**config.mk**
```make
export PLATFORM = sky130hd
export DESIGN_NAME = sar_serial_port
export DESIGN_NICKNAME = d
export VERILOG_FILES = /design/src/rtl/sar_serial_port.sv
export SDC_FILE = /design/constraint.sdc
export NUM_CORES = 1
export LEC_CHECK = 0
export CAP_MARGIN = 10
export CELL_PAD_IN_SITES_DETAIL_PLACEMENT = 0
export CELL_PAD_IN_SITES_GLOBAL_PLACEMENT = 2
export CORE_MARGIN = 3
export CORE_UTILIZATION = 36
export DETAILED_ROUTE_END_ITERATION = 7
export GPL_ROUTABILITY_DRIVEN = 0
export PLACE_DENSITY = 0.86
export RECOVER_POWER = 100
export SYNTH_ARGS = -nofsm -noshare
export SYNTH_HDL_FRONTEND = slang
export SYNTH_SLANG_ARGS = --single-unit
```
**constraint.sdc**
```tcl
create_clock -name clk -period 2.2 [get_ports clk]
set_input_delay 0.66 -clock clk [delete_from_list [all_inputs] [get_ports clk]]
set_output_delay 0.66 -clock clk [all_outputs]
set_load 0.1 [all_outputs]
```
**src/rtl/sar_serial_port.sv**
```systemverilog
module sar_serial_port #(
  parameter int DATA_W        = 12,
  parameter int LEAD_ZEROS    = 4,
  parameter int TRACK_AFTER   = 13,
  parameter int SLEEP_MIN     = 2,
  parameter int WAKE_MIN      = 10,
  parameter int POWERUP_CLKS  = 200,
  parameter bit START_POWERED = 1'b1
) (
  input  logic              clk,
  input  logic              rst_n,
  input  logic              cs_n_in,
  input  logic              sclk_in,
  input  logic [DATA_W-1:0] sample_in,
  output logic              sdo,
  output logic              sdo_oe,
  output logic              track,
  output logic              powered,
  output logic              ready
);
  localparam int FRAME_LEN = DATA_W + LEAD_ZEROS;
  localparam int CNT_W     = $clog2(FRAME_LEN + 2);
  localparam int TMR_W     = $clog2(POWERUP_CLKS + 1);
  localparam logic [TMR_W-1:0] TMR_MAX = TMR_W'(POWERUP_CLKS);

  logic [1:0] cs_sync, sck_sync;
  logic       cs_d, sck_d;

  always_ff @(posedge clk or negedge rst_n)
    if (!rst_n) begin
      cs_sync  <= 2'b11;
      sck_sync <= 2'b11;
      cs_d     <= 1'b1;
      sck_d    <= 1'b1;
    end else begin
      cs_sync  <= {cs_sync[0], cs_n_in};
      sck_sync <= {sck_sync[0], sclk_in};
      cs_d     <= cs_sync[1];
      sck_d    <= sck_sync[1];
    end

  wire cs_fall  =  cs_d  & ~cs_sync[1];
  wire cs_rise  = ~cs_d  &  cs_sync[1];
  wire sck_fall =  sck_d & ~sck_sync[1];
  wire sck_rise = ~sck_d &  sck_sync[1];

  logic                 in_frame, wake_frm, armed, pwr, trk;
  logic [CNT_W-1:0]     cnt;
  logic [FRAME_LEN-1:0] shreg;
  logic [TMR_W-1:0]     timer;

  wire [CNT_W-1:0] cnt_nx = cnt + 1'b1;

  always_ff @(posedge clk or negedge rst_n)
    if (!rst_n) begin
      in_frame <= 1'b0;
      wake_frm <= 1'b0;
      armed    <= 1'b0;
      pwr      <= START_POWERED;
      trk      <= START_POWERED;
      cnt      <= '0;
      shreg    <= '0;
    end else if (cs_fall) begin
      in_frame <= 1'b1;
      wake_frm <= ~pwr;
      armed    <= 1'b0;
      trk      <= 1'b0;
      cnt      <= '0;
      shreg    <= {{LEAD_ZEROS{1'b0}}, pwr ? sample_in : {DATA_W{1'b0}}};
    end else if (cs_rise) begin
      if (in_frame) begin
        in_frame <= 1'b0;
        wake_frm <= 1'b0;
        if (wake_frm) begin
          if (!pwr) trk <= 1'b0;
        end else if (cnt >= CNT_W'(SLEEP_MIN) && cnt < CNT_W'(WAKE_MIN)) begin
          pwr <= 1'b0;
          trk <= 1'b0;
        end else begin
          trk <= 1'b1;
        end
      end
    end else if (in_frame) begin
      if (sck_fall) begin
        cnt   <= cnt_nx;
        shreg <= shreg << 1;
        if (cnt_nx == CNT_W'(TRACK_AFTER)) armed <= 1'b1;
        if (wake_frm) trk <= 1'b1;
        if (wake_frm && cnt_nx == CNT_W'(WAKE_MIN)) pwr <= 1'b1;
        if (cnt_nx == CNT_W'(FRAME_LEN)) begin
          in_frame <= 1'b0;
          wake_frm <= 1'b0;
        end
      end
      if (sck_rise && (armed || wake_frm)) trk <= 1'b1;
    end

  always_ff @(posedge clk or negedge rst_n)
    if (!rst_n)
      timer <= START_POWERED ? TMR_MAX : '0;
    else if (!pwr && !(in_frame && wake_frm))
      timer <= '0;
    else if (timer != TMR_MAX)
      timer <= timer + 1'b1;

  assign sdo_oe  = in_frame;
  assign sdo     = in_frame & shreg[FRAME_LEN-1];
  assign track   = trk;
  assign powered = pwr;
  assign ready   = pwr && (timer == TMR_MAX);

  AST_CNT_BOUND: assert property (@(posedge clk) disable iff (!rst_n) cnt <= CNT_W'(FRAME_LEN));
  AST_ABORT_RELEASE: assert property (@(posedge clk) disable iff (!rst_n) cs_rise |=> !sdo_oe);
  AST_FIRST_ZERO: assert property (@(posedge clk) disable iff (!rst_n) $rose(sdo_oe) |-> !sdo);
  AST_DOWN_HOLDS: assert property (@(posedge clk) disable iff (!rst_n) (!pwr && !in_frame) |-> !trk);
  AST_READY_NEEDS_POWER: assert property (@(posedge clk) disable iff (!rst_n) $rose(ready) |-> $past(pwr || wake_frm));
endmodule

```
* Word level (Yosys, flattened, before mapping)
Cells that the tools add are included.
** Operators by class
- Eq/ne operators :: 9
- $add $sub $neg :: 2
- Bitwise operators :: 11
- Magnitude comparators :: 2
- Divide/modulo/power cells :: 0
- Shift operators :: 0
- Reduce and logical (&&, ||, !) cells :: 24
- $mul :: 0
- Multiplexer cells :: 44
** Operators by type and width (count)
- 2-to-1 mux 16 bit :: 4
- 2-to-1 mux 1 bit :: 33
- 2-to-1 mux 5 bit :: 4
- 2-to-1 mux 8 bit :: 2
- 2-to-1 mux 12 bit :: 1
- nonzero test 2 bit :: 6
- == test 5 x 4 -> 1 bit (second input constant) :: 2
- adder 8 x 1 -> 8 bit (second input constant) :: 1
- == test 8 bit (second input constant) :: 1
- != test 8 bit (second input constant) :: 1
- AND reduction 4 bit :: 2
- nonzero test 4 bit :: 2
- logical AND 1 bit :: 6
- inverter 1 bit :: 6
- AND reduction 3 bit :: 2
- AND reduction 6 bit :: 1
- nonzero test 3 bit :: 2
- adder 5 x 1 -> 5 bit (second input constant) :: 1
- bitwise AND 1 bit :: 5
- == test 5 bit (second input constant) :: 1
- greater-or-equal comparator 5 x 2 -> 1 bit (second input constant) :: 1
- less-than comparator 5 x 4 -> 1 bit (second input constant) :: 1
- != test 2 bit (second input constant) :: 2
- != test 4 bit (second input constant) :: 1
- 3 further kinds :: 4
** Storage, ports and cells
- Memories :: 0
- Word-level logic and storage cells :: 104
- Memory bits (writable) :: 0
- ROM bits :: 0
- Bits in registers :: 40
- Bits in latches :: 0
- Bits of input ports :: 16

* Longest topological paths before layout
- Depth after elaboration :: 7
- Mapped depth :: 7
- Depth with buffers taken out :: 6

* Worst setup path after synthesis
OpenSTA, ideal clock, no wires.
- Kind :: register -> output
- From :: register timer[3]
- To :: output port ready
- Required time :: 1540 ps
- Path slack :: -257 ps
- Stages on the path, launching flop included :: 4
- Path buffers :: 0
- Arrival time :: 1797 ps
- Path through :: dfstp_2 > nand4b_1 > nor4b_4 > and2_1
** Between the ends
- Cells in the longest elaborated chain, start to end :: 2
** Ends and longest elaborated chain
- start: declaration :: RTL line 50 : logic [TMR_W-1:0] timer;
- start signal: assignment :: RTL line 100 : timer <= START_POWERED ? TMR_MAX : '0;
- start signal: assignment :: RTL line 104 : timer <= timer + 1'b1;
- == test 8 bit :: RTL line 110 : assign ready = pwr && (timer == TMR_MAX);
- logical AND 1 bit :: RTL line 110
- end: declaration :: RTL line 19 : output logic ready
Every way passes these cells.

* Final worst setup path
- From :: register timer[6]
- To :: output port ready
The elaborated chain is that of the path after synthesis.

==> impl_metrics.yaml <==
power:
  leakagePower_nw: 1.017
  irDropWorstVdd_mv: 0.3887
  power.density_nw_per_um2: 811.0
route:
  vias: 1422
  drt_pre_antenna_iters: 4
  postRouteAntennaNets: 0
  route.detailed.drc: 0
  wire_per_inst_um: 13.72
  vias_per_cell: 5.007
  drt-total-wl_mm: 3.897
  drtIter0Drc: 73
logic_synthesis:
  synth_flop_cell: "dfrtp_1"
  synth_edf_count: 0
  syn_avg_cell_area_um2: 10.52
  synth_cells: 188
  async_flop_share: 1.000
  syn_area_um2: 1978
  synth_area_leaders: "dfrtp_1 (37%), dfstp_2 (15%), nor2_1 (5.9%), ha_1 (5.1%), a221oi_1 (4.9%)"
  syn_nets: 212
  synth_commonest_cells: "nor2_1 (31), dfrtp_1 (29), a221oi_1 (11), dfstp_2 (11), inv_1 (10)"
  yosysMostFrequentCell: "nor2_1"
  synth_cell_types: 39
  seq_area_frac_synth: 0.5130
  synth_top_area_cell: "dfrtp_1"
  synth_top_area_frac: 0.3669
  synth_warnings: 0
  ys_ff_latch: 40
die:
  io_pins: 21
  floorplan.initialDensity: 0.3800
  core_um2: 5205
  row_count: 26
  die_x_um: 80.13
  fp.dieH_um: 80.13
  dieArea_um2: 6420
clocking:
  insertion_delay_ns: 0.29
  cts.clk_slew.worst_paths_ns: 0.07
  h-tree-depth: 2
  clockBufferDepth: 2
  ctsHoldBuffers: 0
  cts.sinks: 40
  root_buffer: "clkbuf_8"
  cts_tree: "yes"
  cts_buffers: 5
sta:
  fin_ws_ns: -0.04905
  grt_setup_unrepaired: "true"
  worst-slew-pin-transition_ns: 0.9656
  fin_skew_ns: 0.006413
  fin_crit_ns: 2.249
  min_period_over_period: 1.022
  fmax_ghz: 0.4446
  drv_slew: 0
  setup-violations-final: 1
  slew_headroom: 0.3563
  hold_violations: 0
final_layout:
  nets: 237
  n_antenna_cell: 0
  fin_cells: 284
  stdcell_area_um2: 2410
  drive_gt1_frac: 0.1776
  final_util: 0.4630
  area_growth_pct: 21.82
  num-fill-cells: 507
critical_path:
  cp_max_fo: 3
  cp_slowest_cell: "dfstp_2"
  crit_path_cell_trace: "nand4b_1 -> nor4b_4 -> and2_4 -> buf_12"
  crit_required_ns: 1.54
  max_stage_delay_ns: 0.55
  worstSetupEndpointType: "output pin"
  startpoint_type: "flop"
  crit_type: "reg2out"
  critPathArrivalTime_ns: 1.59
job:
  maxCapViolCount: 0
placement:
  dpl.hpwl_mm: 2.674
  numPortBuffers: 20
  place_area_um2: 2308
  dp_cells: 275
global_route:
  met3_usage: 0.02691
  use_met1: 0.1860
  grtUsageMet2: 0.2003
  grt-busiest-layer: "met2"
  grt_max_degree: 41
  track_usage: 0.1324
  antenna_found_initial: 0
  grt_pass1_wl_mm: 6.575
  overflow: 0
  first_global_vias: 1341
run_status:
  failed_checks: "negative setup slack"
  status: "finished with violations"
worst_hold_path:
  min_path_type: "reg2reg"
-- layer usage --
metal  vias up  routed length (um)
li1        714                   -
met1       678                1934
met2        24                1757
met3         6                 140
met4         0                  65
met5         -                   0
-- cell usage in the layout, fill, tap and decap left out, types with 7 or more instances in the layout --
cell             count
nand3_1              7
a221oi_1            11
inv_1               10
nor2_1              31
clkdlybuf4s50_1     12
ha_1                 8
nand2_1              9
dfstp_2             11
dfrtp_1             29
-- sequential cells by signal, summed over array words and instances (netlist names) --
name      cells
shreg        16
timer         8
cnt           5
cs_sync       2
sck_sync      2
armed         1
cs_d          1
powered       1
sck_d         1
sdo_oe        1
track         1
wake_frm      1
-- worst max-delay path: cells and delay by family (launching register included) --
family / cells / cell delay, ns
flip-flops: 1 / 0.55
AND/OR/NAND/NOR: 3 / 0.59
buffers and inverters: 1 / 0.16
-- worst paths after layout --
path	start	end	slack, ns	cells after the start
max	timer[6]$_DFFE_PN1P_	ready	-0.05	4
min	cs_sync[0]$_DFF_PN1_	cs_sync[1]$_DFF_PN1_	0.36	0
max reg2reg	cs_sync[1]$_DFF_PN1_	shreg[9]$_DFFE_PN0P_	0.22	5
min reg2reg	cs_sync[0]$_DFF_PN1_	cs_sync[1]$_DFF_PN1_	0.36	0
max in group asynchronous	rst_n	shreg[15]$_DFFE_PN0P_	1.01	2
min in group asynchronous	rst_n	wake_frm$_DFFE_PN0P_	0.60	2
-- power breakdown --
| group | internal [mW] | switching, mW |
|---|---|---|
| Combinational | 0.165 | 0.229 |
| Clock | 0.365 | 0.255 |
| Sequential | 0.844 | 0.0955 |
-- logic make-up (layout without fill, tap and decap cells) --
kind of cell,after synthesis,count (layout),share of synthesized area
AO/OA/AOI/OAI,40,40,0.1524
XOR/XNOR,10,10,0.04427
adder cells (fa/ha/maj),8,8,0.05060
buffers and inverters,18,44,0.04048
flip-flops,40,40,0.5130
multiplexers,2,2,0.01012
AND/OR/NAND/NOR,70,70,0.1891
-- layout make-up --
type | count | area [um2] | share of cell area
Inverter | 10 | 37.54 | 0.01558
Sequential cell | 40 | 1015 | 0.4211
Multi-Input combinational cell | 130 | 883.3 | 0.3666
Clock buffer | 6 | 82.58 | 0.03427
Clock inverter | 2 | 33.78 | 0.01402
Timing Repair Buffer | 26 | 270.3 | 0.1121
Tap cell | 70 | 87.58 | 0.03634
-- per-stage QoR --
| step | total power [mW] | setup TNS [ns] | setup slack [ns] | hold slack [ns] |
|---|---|---|---|---|
| 3_5_place_dp | 1.378 | 0 | 0.2174 | 0.3468 |
| 5_1_grt | 2.059 | -0.1362 | -0.1362 | 0.3637 |
| 4_1_cts | 2.007 | -0.07138 | -0.07138 | 0.3616 |
| 2_1_floorplan | 1.235 | 0 | 0.02204 | 0.3452 |
| 6_report | 1.954 | -0.04905 | -0.04905 | 0.3590 |
| 3_3_place_gp | 1.372 | 0 | 0.2408 | 0.3455 |
-- timing repair --
| action | 4_1_cts | 5_1_grt |
|---|---|---|
| endpoints found under the setup margin | 1 | 1 |
| gates resized for setup | 1 | 0 |
| setup buffers | 1 | 0 |
| pin swaps | 1 | 0 |
| endpoints found under the hold margin | 0 | 0 |
Power figures use the tool's default switching activity.
